**src/rtl/cfr_pkg.sv**
```systemverilog
package cfr_pkg;
  localparam int TF_AW = 3;
  localparam int TF_DW = 8;

  localparam logic [TF_AW-1:0] REG_DATA = 3'd0;
  localparam logic [TF_AW-1:0] REG_FEAT = 3'd1;
  localparam logic [TF_AW-1:0] REG_CNT  = 3'd2;
  localparam logic [TF_AW-1:0] REG_LBA0 = 3'd3;
  localparam logic [TF_AW-1:0] REG_LBA1 = 3'd4;
  localparam logic [TF_AW-1:0] REG_LBA2 = 3'd5;
  localparam logic [TF_AW-1:0] REG_DEV  = 3'd6;
  localparam logic [TF_AW-1:0] REG_CMD  = 3'd7;

  localparam int ST_BSY  = 7;
  localparam int ST_RDY  = 6;
  localparam int ST_DRQ  = 3;
  localparam int ST_ERR  = 0;

  localparam logic [TF_DW-1:0] CMD_SETFEAT = 8'hEF;
  localparam logic [TF_DW-1:0] CMD_RDSEC   = 8'h20;
  localparam logic [TF_DW-1:0] FEAT_8BIT   = 8'h01;
  localparam logic [TF_DW-1:0] DEV_LBA_M   = 8'hE0;

  typedef enum logic [3:0] {
    S_IDLE, S_DEV, S_FEAT, S_RDY_SF, S_CMD_SF, S_WAIT_SF,
    S_CNT, S_LBA0, S_LBA1, S_LBA2, S_RDY_RD, S_CMD_RD, S_DRQ, S_DATA
  } seq_state_e;
endpackage

```
**src/rtl/cfr_bus_cycle.sv**
```systemverilog
module cfr_bus_cycle
  import cfr_pkg::*;
#(
  parameter int STROBE_CYCLES = 2
) (
  input  logic             clk_i,
  input  logic             rst_ni,
  input  logic             req_i,
  input  logic             we_i,
  input  logic [TF_AW-1:0] addr_i,
  input  logic [TF_DW-1:0] wdata_i,
  output logic             ack_o,
  output logic [TF_DW-1:0] rdata_o,
  output logic [TF_AW-1:0] tf_addr_o,
  output logic [TF_DW-1:0] tf_wdata_o,
  input  logic [TF_DW-1:0] tf_rdata_i,
  output logic             tf_rd_o,
  output logic             tf_wr_o
);
  localparam int CW = $clog2(STROBE_CYCLES + 1);
  localparam logic [CW-1:0] LAST = CW'(STROBE_CYCLES - 1);

  logic             active_q, we_q, ack_q;
  logic [CW-1:0]    cnt_q;
  logic [TF_AW-1:0] addr_q;
  logic [TF_DW-1:0] wdata_q, rdata_q;

  always_ff @(posedge clk_i or negedge rst_ni) begin
    if (!rst_ni) begin
      active_q <= 1'b0;
      we_q     <= 1'b0;
      ack_q    <= 1'b0;
      cnt_q    <= '0;
      addr_q   <= '0;
      wdata_q  <= '0;
      rdata_q  <= '0;
    end else begin
      ack_q <= 1'b0;
      if (!active_q) begin
        if (req_i) begin
          active_q <= 1'b1;
          cnt_q    <= '0;
          we_q     <= we_i;
          addr_q   <= addr_i;
          wdata_q  <= wdata_i;
        end
      end else if (cnt_q == LAST) begin
        active_q <= 1'b0;
        ack_q    <= 1'b1;
        rdata_q  <= tf_rdata_i;  // sample at end of strobe
      end else begin
        cnt_q <= cnt_q + 1'b1;
      end
    end
  end

  assign tf_rd_o    = active_q & ~we_q;
  assign tf_wr_o    = active_q & we_q;
  assign tf_addr_o  = addr_q;
  assign tf_wdata_o = wdata_q;
  assign ack_o      = ack_q;
  assign rdata_o    = rdata_q;

  AST_ONE_STROBE: assert property (@(posedge clk_i) disable iff (!rst_ni)
    !(tf_rd_o && tf_wr_o));
  AST_ADDR_STEADY: assert property (@(posedge clk_i) disable iff (!rst_ni)
    ((tf_rd_o || tf_wr_o) && $past(tf_rd_o || tf_wr_o)) |-> $stable(tf_addr_o));
endmodule

```
**src/rtl/cfr_poll_timer.sv**
```systemverilog
module cfr_poll_timer #(
  parameter int POLL_LIMIT = 100000
) (
  input  logic clk_i,
  input  logic rst_ni,
  input  logic run_i,
  output logic expired_o
);
  localparam int CNT_W = $clog2(POLL_LIMIT + 1);
  localparam logic [CNT_W-1:0] LIM = CNT_W'(POLL_LIMIT);

  logic [CNT_W-1:0] cnt_q;

  always_ff @(posedge clk_i or negedge rst_ni) begin
    if (!rst_ni)          cnt_q <= '0;
    else if (!run_i)      cnt_q <= '0;
    else if (cnt_q != LIM) cnt_q <= cnt_q + 1'b1;
  end

  assign expired_o = run_i && (cnt_q == LIM);

  AST_TIMER_BOUND: assert property (@(posedge clk_i) disable iff (!rst_ni)
    cnt_q <= LIM);
endmodule

```
**src/rtl/cfr_seq.sv**
```systemverilog
module cfr_seq
  import cfr_pkg::*;
#(
  parameter int          SECTOR_BYTES = 512,
  parameter logic [7:0]  FIRST_SECTOR = 8'h7C,
  parameter logic [7:0]  END_SECTOR   = 8'h80,
  parameter logic [7:0]  LBA_MID      = 8'hF4,
  parameter logic [7:0]  LBA_HIGH     = 8'h00,
  parameter int          BUF_AW       = 11,
  parameter logic [BUF_AW-1:0] BUF_BASE = '0
) (
  input  logic              clk_i,
  input  logic              rst_ni,
  input  logic              start_i,
  output logic              bus_req_o,
  output logic              bus_we_o,
  output logic [TF_AW-1:0]  bus_addr_o,
  output logic [TF_DW-1:0]  bus_wdata_o,
  input  logic              bus_ack_i,
  input  logic [TF_DW-1:0]  bus_rdata_i,
  output logic              poll_run_o,
  input  logic              poll_expired_i,
  output logic [BUF_AW-1:0] buf_addr_o,
  output logic [TF_DW-1:0]  buf_data_o,
  output logic              buf_we_o,
  output logic              done_o,
  output logic              error_o
);
  localparam int BCW = $clog2(SECTOR_BYTES);
  localparam logic [BCW-1:0] LAST_BYTE = BCW'(SECTOR_BYTES - 1);

  seq_state_e        state_q;
  logic              pend_q;
  logic [7:0]        sector_q;
  logic [BCW-1:0]    byte_cnt_q;
  logic [BUF_AW-1:0] ptr_q, buf_addr_q;
  logic [TF_DW-1:0]  buf_data_q;
  logic              buf_we_q, done_q, error_q;

  logic st_bsy, st_rdy, st_drq, st_err, st_ready;
  assign st_bsy   = bus_rdata_i[ST_BSY];
  assign st_rdy   = bus_rdata_i[ST_RDY];
  assign st_drq   = bus_rdata_i[ST_DRQ];
  assign st_err   = bus_rdata_i[ST_ERR];
  assign st_ready = !st_bsy && st_rdy;

  always_comb begin
    bus_we_o    = 1'b0;
    bus_addr_o  = REG_CMD;
    bus_wdata_o = '0;
    unique case (state_q)
      S_DEV:    begin bus_we_o = 1'b1; bus_addr_o = REG_DEV;  bus_wdata_o = DEV_LBA_M;   end
      S_FEAT:   begin bus_we_o = 1'b1; bus_addr_o = REG_FEAT; bus_wdata_o = FEAT_8BIT;   end
      S_CMD_SF: begin bus_we_o = 1'b1; bus_addr_o = REG_CMD;  bus_wdata_o = CMD_SETFEAT; end
      S_CNT:    begin bus_we_o = 1'b1; bus_addr_o = REG_CNT;  bus_wdata_o = 8'h01;       end
      S_LBA0:   begin bus_we_o = 1'b1; bus_addr_o = REG_LBA0; bus_wdata_o = sector_q;    end
      S_LBA1:   begin bus_we_o = 1'b1; bus_addr_o = REG_LBA1; bus_wdata_o = LBA_MID;     end
      S_LBA2:   begin bus_we_o = 1'b1; bus_addr_o = REG_LBA2; bus_wdata_o = LBA_HIGH;    end
      S_CMD_RD: begin bus_we_o = 1'b1; bus_addr_o = REG_CMD;  bus_wdata_o = CMD_RDSEC;   end
      S_DATA:   begin bus_addr_o = REG_DATA; end
      default:  ;
    endcase
  end

  assign bus_req_o  = (state_q != S_IDLE) && !pend_q;
  assign poll_run_o = (state_q == S_RDY_SF) || (state_q == S_WAIT_SF) ||
                      (state_q == S_RDY_RD) || (state_q == S_DRQ);

  always_ff @(posedge clk_i or negedge rst_ni) begin
    if (!rst_ni) begin
      state_q    <= S_IDLE;
      pend_q     <= 1'b0;
      sector_q   <= FIRST_SECTOR;
      byte_cnt_q <= '0;
      ptr_q      <= BUF_BASE;
      buf_addr_q <= '0;
      buf_data_q <= '0;
      buf_we_q   <= 1'b0;
      done_q     <= 1'b0;
      error_q    <= 1'b0;
    end else begin
      buf_we_q <= 1'b0;
      done_q   <= 1'b0;
      if (state_q == S_IDLE) begin
        pend_q <= 1'b0;
        if (start_i) begin
          state_q    <= S_DEV;
          error_q    <= 1'b0;
          sector_q   <= FIRST_SECTOR;
          byte_cnt_q <= '0;
          ptr_q      <= BUF_BASE;
        end
      end else if (poll_run_o && poll_expired_i) begin
        error_q <= 1'b1;
        state_q <= S_IDLE;
        pend_q  <= 1'b0;
      end else if (bus_ack_i) begin
        pend_q <= 1'b0;
        unique case (state_q)
          S_DEV:    state_q <= S_FEAT;
          S_FEAT:   state_q <= S_RDY_SF;
          S_RDY_SF: if (st_ready) state_q <= S_CMD_SF;
          S_CMD_SF: state_q <= S_WAIT_SF;
          S_WAIT_SF:
            if (!st_bsy) begin
              if (st_err) begin error_q <= 1'b1; state_q <= S_IDLE; end
              else state_q <= S_CNT;
            end
          S_CNT:    state_q <= S_LBA0;
          S_LBA0:   state_q <= S_LBA1;
          S_LBA1:   state_q <= S_LBA2;
          S_LBA2:   state_q <= S_RDY_RD;
          S_RDY_RD: if (st_ready) state_q <= S_CMD_RD;
          S_CMD_RD: state_q <= S_DRQ;
          S_DRQ:
            if (!st_bsy) begin
              if (st_err) begin error_q <= 1'b1; state_q <= S_IDLE; end
              else if (st_drq) state_q <= S_DATA;
            end
          S_DATA: begin
            buf_we_q   <= 1'b1;
            buf_data_q <= bus_rdata_i;
            buf_addr_q <= ptr_q;
            ptr_q      <= ptr_q + 1'b1;
            if (byte_cnt_q == LAST_BYTE) begin
              byte_cnt_q <= '0;
              if (sector_q + 8'd1 == END_SECTOR) begin
                done_q  <= 1'b1;
                state_q <= S_IDLE;
              end else begin
                sector_q <= sector_q + 8'd1;
                state_q  <= S_CNT;
              end
            end else begin
              byte_cnt_q <= byte_cnt_q + 1'b1;
              state_q    <= S_DRQ;
            end
          end
          default: state_q <= S_IDLE;
        endcase
      end else if (bus_req_o) begin
        pend_q <= 1'b1;
      end
    end
  end

  assign buf_addr_o = buf_addr_q;
  assign buf_data_o = buf_data_q;
  assign buf_we_o   = buf_we_q;
  assign done_o     = done_q;
  assign error_o    = error_q;

  AST_DONE_PULSE: assert property (@(posedge clk_i) disable iff (!rst_ni)
    done_o |=> !done_o);
  AST_TIMEOUT_ERR: assert property (@(posedge clk_i) disable iff (!rst_ni)
    (poll_run_o && poll_expired_i) |=> error_o);
  AST_ERR_QUIET: assert property (@(posedge clk_i) disable iff (!rst_ni)
    (error_o && !start_i) |=> !bus_req_o);
  AST_NO_START_RESTART: assert property (@(posedge clk_i) disable iff (!rst_ni)
    (start_i && state_q != S_IDLE && state_q != S_DATA) |=> (state_q != S_DEV));
endmodule

```
**src/rtl/cf_sector_reader.sv**
```systemverilog
module cf_sector_reader
  import cfr_pkg::*;
#(
  parameter int          STROBE_CYCLES = 2,
  parameter int          POLL_LIMIT    = 100000,
  parameter int          SECTOR_BYTES  = 512,
  parameter logic [7:0]  FIRST_SECTOR  = 8'h7C,
  parameter logic [7:0]  END_SECTOR    = 8'h80,
  parameter logic [7:0]  LBA_MID       = 8'hF4,
  parameter logic [7:0]  LBA_HIGH      = 8'h00,
  parameter int          BUF_AW        = 11,
  parameter logic [BUF_AW-1:0] BUF_BASE = '0
) (
  input  logic              clk_i,
  input  logic              rst_ni,
  input  logic              start_i,
  output logic [2:0]        tf_addr_o,
  output logic [7:0]        tf_wdata_o,
  input  logic [7:0]        tf_rdata_i,
  output logic              tf_rd_o,
  output logic              tf_wr_o,
  output logic [BUF_AW-1:0] buf_addr_o,
  output logic [7:0]        buf_data_o,
  output logic              buf_we_o,
  output logic              done_o,
  output logic              error_o
);
  logic             bus_req, bus_we, bus_ack;
  logic [TF_AW-1:0] bus_addr;
  logic [TF_DW-1:0] bus_wdata, bus_rdata;
  logic             poll_run, poll_expired;

  cfr_seq #(
    .SECTOR_BYTES(SECTOR_BYTES), .FIRST_SECTOR(FIRST_SECTOR), .END_SECTOR(END_SECTOR),
    .LBA_MID(LBA_MID), .LBA_HIGH(LBA_HIGH), .BUF_AW(BUF_AW), .BUF_BASE(BUF_BASE)
  ) u_seq (
    .clk_i, .rst_ni, .start_i,
    .bus_req_o(bus_req), .bus_we_o(bus_we), .bus_addr_o(bus_addr),
    .bus_wdata_o(bus_wdata), .bus_ack_i(bus_ack), .bus_rdata_i(bus_rdata),
    .poll_run_o(poll_run), .poll_expired_i(poll_expired),
    .buf_addr_o, .buf_data_o, .buf_we_o, .done_o, .error_o
  );

  cfr_bus_cycle #(.STROBE_CYCLES(STROBE_CYCLES)) u_bus (
    .clk_i, .rst_ni,
    .req_i(bus_req), .we_i(bus_we), .addr_i(bus_addr), .wdata_i(bus_wdata),
    .ack_o(bus_ack), .rdata_o(bus_rdata),
    .tf_addr_o, .tf_wdata_o, .tf_rdata_i, .tf_rd_o, .tf_wr_o
  );

  cfr_poll_timer #(.POLL_LIMIT(POLL_LIMIT)) u_timer (
    .clk_i, .rst_ni, .run_i(poll_run), .expired_o(poll_expired)
  );
endmodule

```
**config.mk**
```make
export PLATFORM = sky130hd
export DESIGN_NAME = cf_sector_reader
export DESIGN_NICKNAME = d
export VERILOG_FILES = /design/src/rtl/cfr_pkg.sv /design/src/rtl/cfr_bus_cycle.sv /design/src/rtl/cfr_poll_timer.sv /design/src/rtl/cfr_seq.sv /design/src/rtl/cf_sector_reader.sv
export SDC_FILE = /design/constraint.sdc
export NUM_CORES = 1
export LEC_CHECK = 0
export ABC_CLOCK_PERIOD_IN_PS = 4320
export BUFFER_PORTS_ARGS = -buffer_cell sky130_fd_sc_hd__buf_2
export CAP_MARGIN = 20
export CELL_PAD_IN_SITES_DETAIL_PLACEMENT = 1
export CELL_PAD_IN_SITES_GLOBAL_PLACEMENT = 1
export CORE_MARGIN = 5
export CORE_UTILIZATION = 35
export DETAILED_ROUTE_END_ITERATION = 10
export GPL_ROUTABILITY_DRIVEN = 0
export PLACE_DENSITY_LB_ADDON = 0.1
export SKIP_LAST_GASP = 1
export SYNTH_ARGS = -nofsm -noshare
export SYNTH_HDL_FRONTEND = slang
export SYNTH_SLANG_ARGS = --single-unit
```
**constraint.sdc**
```tcl
create_clock -name clk_i -period 4.32 [get_ports clk_i]
set_clock_uncertainty 0.1 [all_clocks]
set_input_delay 1.08 -clock clk_i [delete_from_list [all_inputs] [get_ports clk_i]]
set_output_delay 1.08 -clock clk_i [all_outputs]
set_load 0.1 [all_outputs]
```
Word level (Yosys, flattened, before mapping)
Index checks and enable logic that the tools add are counted.
{"block": "totals", "ff_bits": 96, "input_bits": 11, "output_inout_bits": 35, "wordCells": 154}
{"block": "classes", "addsub": 5, "eq_ne": 29, "muxes": 66, "bitwise": 6, "reduce_logical": 30}
{"op": "8-bit 2-to-1 mux", "n": 7}
{"op": "11-bit 2-to-1 mux", "n": 5}
{"op": "9-bit 2-to-1 mux", "n": 6}
{"op": "4-bit case mux with 13 select lines", "n": 1}
{"op": "8-bit case mux with 6 select lines", "n": 1}
{"op": "4-bit 2-to-1 mux", "n": 11}
{"op": "17-bit 2-to-1 mux", "n": 2}
{"op": "1-bit 2-to-1 mux", "n": 27}
{"op": "4-bit equality test, second input constant", "n": 6}
{"op": "3-bit case mux with 7 select lines", "n": 1}
{"op": "17-bit by 1-bit adder with 17-bit output, second input constant", "n": 1}
{"op": "17-bit equality test, second input constant", "n": 1}
{"op": "17-bit != test, second input constant", "n": 1}
{"op": "4-bit by 3-bit equality test with 1-bit output, second input constant", "n": 4}
{"op": "11-bit by 1-bit adder with 11-bit output, second input constant", "n": 1}
{"op": "9-bit by 1-bit adder with 9-bit output, second input constant", "n": 1}
{"op": "9-bit equality test, second input constant", "n": 1}
{"op": "3-bit nonzero test", "n": 3}
{"op": "8-bit by 1-bit adder with 8-bit output, second input constant", "n": 1}
{"op": "4-bit by 2-bit equality test with 1-bit output, second input constant", "n": 2}
{"op": "8-bit equality test, second input constant", "n": 1}
{"op": "4-bit by 3-bit != test with 1-bit output, second input constant", "n": 2}
{"op": "4-bit != test, second input constant", "n": 2}
{"op": "4-bit AND reduction", "n": 2}
{"op": "23 further kinds", "n": 46}

Logic depth before layout (Yosys ltp)
{"block": "depth", "depth_word": 8, "mapped_depth": 11, "depth_no_buf": 10}

Modules after synthesis
Synthesis repeated with hierarchy kept, for this count alone.
{"block": "hier_totals", "cells_unflattened": 509, "hier_area_um2": 4908.5}
{"mod": "cfr_seq", "n_inst": 1, "cells_per_inst": 353, "area_per_inst_um2": 2987.9, "seq_area_each_um2": 1382.6}
{"mod": "cfr_bus_cycle", "n_inst": 1, "cells_per_inst": 61, "area_per_inst_um2": 998.5, "seq_area_each_um2": 600.6}
{"mod": "cfr_poll_timer", "n_inst": 1, "cells_per_inst": 95, "area_per_inst_um2": 922.1, "seq_area_each_um2": 425.4}

Worst setup path before layout
Ideal clock, no wire load.
{"block": "synth_path", "path_type": "reg-to-output", "from": "reg u_bus.active_q", "to": "out tf_rd_o", "arrival_time_ps": 1723, "required_ps": 3140, "path_slack_ps": 1417, "stages_incl_launch_ff": 2, "n_path_buf": 0, "path_cell_list": "dfrtp_1 nor2b_1"}
{"block": "synth_between", "elab_chain_len": 1}
{"element": "start, declared", "line": "cfr_bus_cycle.sv:23", "text": "logic active_q, we_q, ack_q;"}
{"element": "start signal, assigned", "line": "cfr_bus_cycle.sv:30", "text": "active_q <= 1'b0;"}
{"element": "start signal, assigned", "line": "cfr_bus_cycle.sv:41", "text": "active_q <= 1'b1;"}
{"element": "start signal, assigned", "line": "cfr_bus_cycle.sv:48", "text": "active_q <= 1'b0;"}
{"element": "1-bit bitwise AND", "line": "cfr_bus_cycle.sv:57", "text": "assign tf_rd_o = active_q & ~we_q;"}
{"element": "end, declared", "line": "cf_sector_reader.sv:20", "text": "output logic tf_rd_o,"}
Every way passes these cells.

Final worst setup path
{"block": "layout_path", "from": "reg u_seq.state_q[0]", "to": "reg u_seq.ptr_q[8]"}
{"block": "layout_between", "elab_chain_len": 8, "word_cells_on_any_way": 17, "cone_classes": "eq/ne: 7; mux: 1; reduce/logical: 9"}
{"element": "start, declared", "line": "cfr_seq.sv:32", "text": "seq_state_e state_q;"}
{"element": "start signal, assigned", "line": "cfr_seq.sv:71", "text": "state_q <= S_IDLE;"}
{"element": "start signal, assigned", "line": "cfr_seq.sv:87", "text": "state_q <= S_DEV;"}
{"element": "start signal, assigned", "line": "cfr_seq.sv:95", "text": "state_q <= S_IDLE;"}
{"element": "4-bit by 2-bit equality test with 1-bit output / 4-bit by 3-bit equality test with 1-bit output (equally long branches)", "line": "cfr_seq.sv:66", "text": "assign poll_run_o = (state_q == S_RDY_SF) || (state_q == S_WAIT_SF) ||"}
{"element": "1-bit logical OR (2 in series)", "line": "cfr_seq.sv:66"}
{"element": "1-bit logical OR", "line": "cfr_seq.sv:67", "text": "(state_q == S_RDY_RD) || (state_q == S_DRQ);"}
{"element": "1-bit logical AND", "line": "cfr_poll_timer.sv:20", "text": "assign expired_o = run_i && (cnt_q == LIM);"}
{"element": "1-bit logical AND", "line": "cfr_seq.sv:93", "text": "end else if (poll_run_o && poll_expired_i) begin"}
{"element": "2-bit by 1-bit != test with 1-bit output (no line)"}
{"element": "4-bit AND reduction (no line)"}
{"element": "end signal, assigned", "line": "cfr_seq.sv:124", "text": "ptr_q <= ptr_q + 1'b1;"}
{"element": "end, declared", "line": "cfr_seq.sv:36", "text": "logic [BUF_AW-1:0] ptr_q, buf_addr_q;"}
Several ways; a longest one is shown, not always the timed one.
A chain may end at the register's enable or synchronous reset.

==> flow_summary.json <==
{
  "start_util_pct": 35.2,
  "cts-root-buf": "sky130_fd_sc_hd__clkbuf_16",
  "async_flop_share_pct": 100,
  "outcome": "finished clean",
  "min-delay-path-class": "reg -> reg",
  "cts_bufs_inserted": 9,
  "first_pass_iters": 4,
  "startpoint_class": "flop",
  "layout-drive-gt1-share_pct": 16.5,
  "route.detailed.wl_per_inst_um": 16.5,
  "final_period_minus_worst_setup_slack_ps": 2760,
  "placement.io_buffers": 45,
  "grt_antenna_before_repair": 1,
  "synth.top_cells.by_area": "sky130_fd_sc_hd__dfrtp_1 (47%), sky130_fd_sc_hd__nand2_1 (8.3%), sky130_fd_sc_hd__nor2_1 (3.8%)",
  "yosysSeqAreaShare_pct": 49.9,
  "worst_hold_slack_ps": 372,
  "detail_route.drc_violations": 0,
  "power.static_leakage_uw": 0.00257,
  "synth.lib_cells_used.distinct": 61,
  "ys_seq_elements": 96,
  "design.portCount": 46,
  "tritoncts_clock_tree": "done",
  "max_cap_viol_count": 0,
  "global_route.overflow_total": 0,
  "cts.sinks": 96,
  "synth_nets": 540,
  "final.setup.tns_ps": 0,
  "groute.usage.overall_pct": 16.0,
  "placement.cell_area_um2": 5160,
  "flow.area_growth_from_synthesis_pct": 13.9,
  "final_antenna_net_count": 0,
  "die_x_um": 127,
  "post-cts-setup-buffer-count": 0,
  "yosys_most_used_dff": "sky130_fd_sc_hd__dfrtp_1",
  "vias_per_cell": 5.22,
  "final-max-slew-violation-count": 0,
  "yosys_warnings": 0,
  "vias": 3840,
  "clock_tree.htree_level_count": 3,
  "cts.path.max_buffers": 2,
  "post_cts.resized_instances": 0,
  "post_route_cell_area_um2": 5500,
  "route.final.wire_length_mm": 12.2,
  "floorplan.core_area_um2": 13700,
  "worst_ep_arrival_time_ps": 2930,
  "nets_final": 569,
  "grt_start_max_net_pins": 83,
  "crit_path_end_kind": "flop",
  "list_of_most_frequent_post_synthesis_cells": "sky130_fd_sc_hd__nand2_1 (107), sky130_fd_sc_hd__dfrtp_1 (91), sky130_fd_sc_hd__nor2_1 (49)",
  "rsz0062_at_grt": "no",
  "synth_area_leader_cell": "sky130_fd_sc_hd__dfrtp_1",
  "floorplan.die_area_um2": 16300,
  "synth_enable_flop_cells": 0,
  "setup.worst_path.class": "reg -> reg",
  "clk-insertion-delay-late_ps": 360,
  "peakVddDrop_uv": 172,
  "post-route-period-util_pct": 63.8,
  "synth.cell_area_um2": 4830,
  "critical_path.max_fanout": 32,
  "post_synthesis_average_cell_area_um2": 9.25,
  "clock.fmax_mhz": 363,
  "post-synth-top-area-fraction_pct": 47.1,
  "setup_viol": 0,
  "slew-limit-headroom_pct": 43.8,
  "synth_most_common_cell": "sky130_fd_sc_hd__nand2_1",
  "detailedRoute.firstIterationViolations": 198,
  "required_ps": 4500,
  "max_slew.worst_pin.slew_ps": 843,
  "tot_pwr_uw": 3270,
  "power_per_cell_area_nw_per_um2": 594,
  "worst_setup_slack_post_dpl_ps": 1570,
  "postCtsHoldBufs": 0,
  "fp.dieH_um": 127,
  "postLayoutSetupSlackWorst_ps": 1560,
  "synth_cells": 522,
  "hpwlAfterDp_mm": 8.35,
  "placement_rows": 43,
  "hold_viol_final": 0,
  "n_antenna_cell": 0,
  "clk_transition_reported_paths_ps": 70,
  "via_count_of_the_first_global_routing_pass": 3998,
  "grt_first_pass_wirelength_mm": 20.7
}
==> final timing paths <==
path | startpoint | end | slack [ps] | cells after the start
worst min register to register | u_bus.rdata_o[2] | u_seq.buf_data_o[2] | 370 | 2
max in group asynchronous | rst_ni | u_seq.buf_data_o[6] | 2670 | 3
worst max-delay path | u_seq.state_q[0] | u_seq.ptr_q[8] | 1560 | 6
worst min-delay path | u_bus.rdata_o[2] | u_seq.buf_data_o[2] | 370 | 2
min in group asynchronous | rst_ni | u_bus.tf_wdata_o[6] | 560 | 1
worst max register to register | u_seq.state_q[0] | u_seq.ptr_q[8] | 1560 | 6
==> where the power goes <==
part	switching (uW)	total, uW	internal, uW
logic	837	1160	325
clock network	380	841	461
registers	213	1260	1050
total	1430	3270	1840
==> registers in the layout, summed over array words and instances, names as in the netlist <==
register and flops:
u_bus.ack_o 1, u_bus.active_q 1, u_bus.cnt_q 2, u_bus.rdata_o 8, u_bus.tf_addr_o 3, u_bus.tf_wdata_o 8
u_bus.we_q 1, u_seq.buf_addr_o 11, u_seq.buf_data_o 8, u_seq.buf_we_o 1, u_seq.byte_cnt_q 9, u_seq.done_o 1
u_seq.error_o 1, u_seq.pend_q 1, u_seq.ptr_q 11, u_seq.sector_q 8, u_seq.state_q 4, u_timer.cnt_q 17
==> metal layers <==
metal / global-route usage (%) / vias up / wire length (um)
met4: 4.98 / 2 / 189
met2: 25.7 / 48 / 5750
met5: 0 / - / 18
li1: - / 1876 / -
met3: 4.06 / 16 / 463
met1: 21.3 / 1898 / 5760
==> cell usage in the layout (no fill, tap or decap), types with 9 or more instances in the layout <==
master	netlist	layout
sky130_fd_sc_hd__nand3_1	12	12
sky130_fd_sc_hd__dfrtp_1	91	91
sky130_fd_sc_hd__mux2_2	10	10
sky130_fd_sc_hd__a21oi_1	26	26
sky130_fd_sc_hd__clkbuf_16	0	9
sky130_fd_sc_hd__buf_2	18	44
sky130_fd_sc_hd__nor2_1	49	49
sky130_fd_sc_hd__nand4_1	12	12
sky130_fd_sc_hd__xor2_1	18	18
sky130_fd_sc_hd__o21ai_0	36	36
sky130_fd_sc_hd__nand2_1	107	107
sky130_fd_sc_hd__and3_1	11	11
==> per-stage QoR <==
stage	cells	util, %
6_report	736	40.1
5_1_grt	736	40.1
4_1_cts	735	39.9
3_5_place_dp	719	37.6
3_3_place_gp	719	37.6
2_1_floorplan	522	-
==> cell type report <==
type	instances	area [um2]
fill	1610	8220
sequential	96	2410
multi-input combinational	386	2240
timing repair buffer	49	278
clock buffer	9	225
tap	180	225
clock inverter	7	88.8
inverter	9	33.8
==> kinds of logic after synthesis <==
kind of cell / Yosys count / synth area share (%)
DFF: 96 / 49.9
muxes: 14 / 3.16
buffers and inverters: 40 / 3.81
and+or+nand+nor: 235 / 23.0
adders and majority gates: 7 / 1.81
xor gates and xnor gates: 21 / 3.81
AOI/OAI and AO/OA: 109 / 14.6
==> worst max-delay path: stages (launching register included) <==
cell,delay (ps)
sky130_fd_sc_hd__dfrtp_1,890
sky130_fd_sc_hd__and4b_1,440
sky130_fd_sc_hd__nand2_1,120
sky130_fd_sc_hd__inv_2,440
sky130_fd_sc_hd__nand2_1,200
sky130_fd_sc_hd__or3_1,330
sky130_fd_sc_hd__a21oi_1,140
Note: power is estimated with default switching activity, not from simulation.
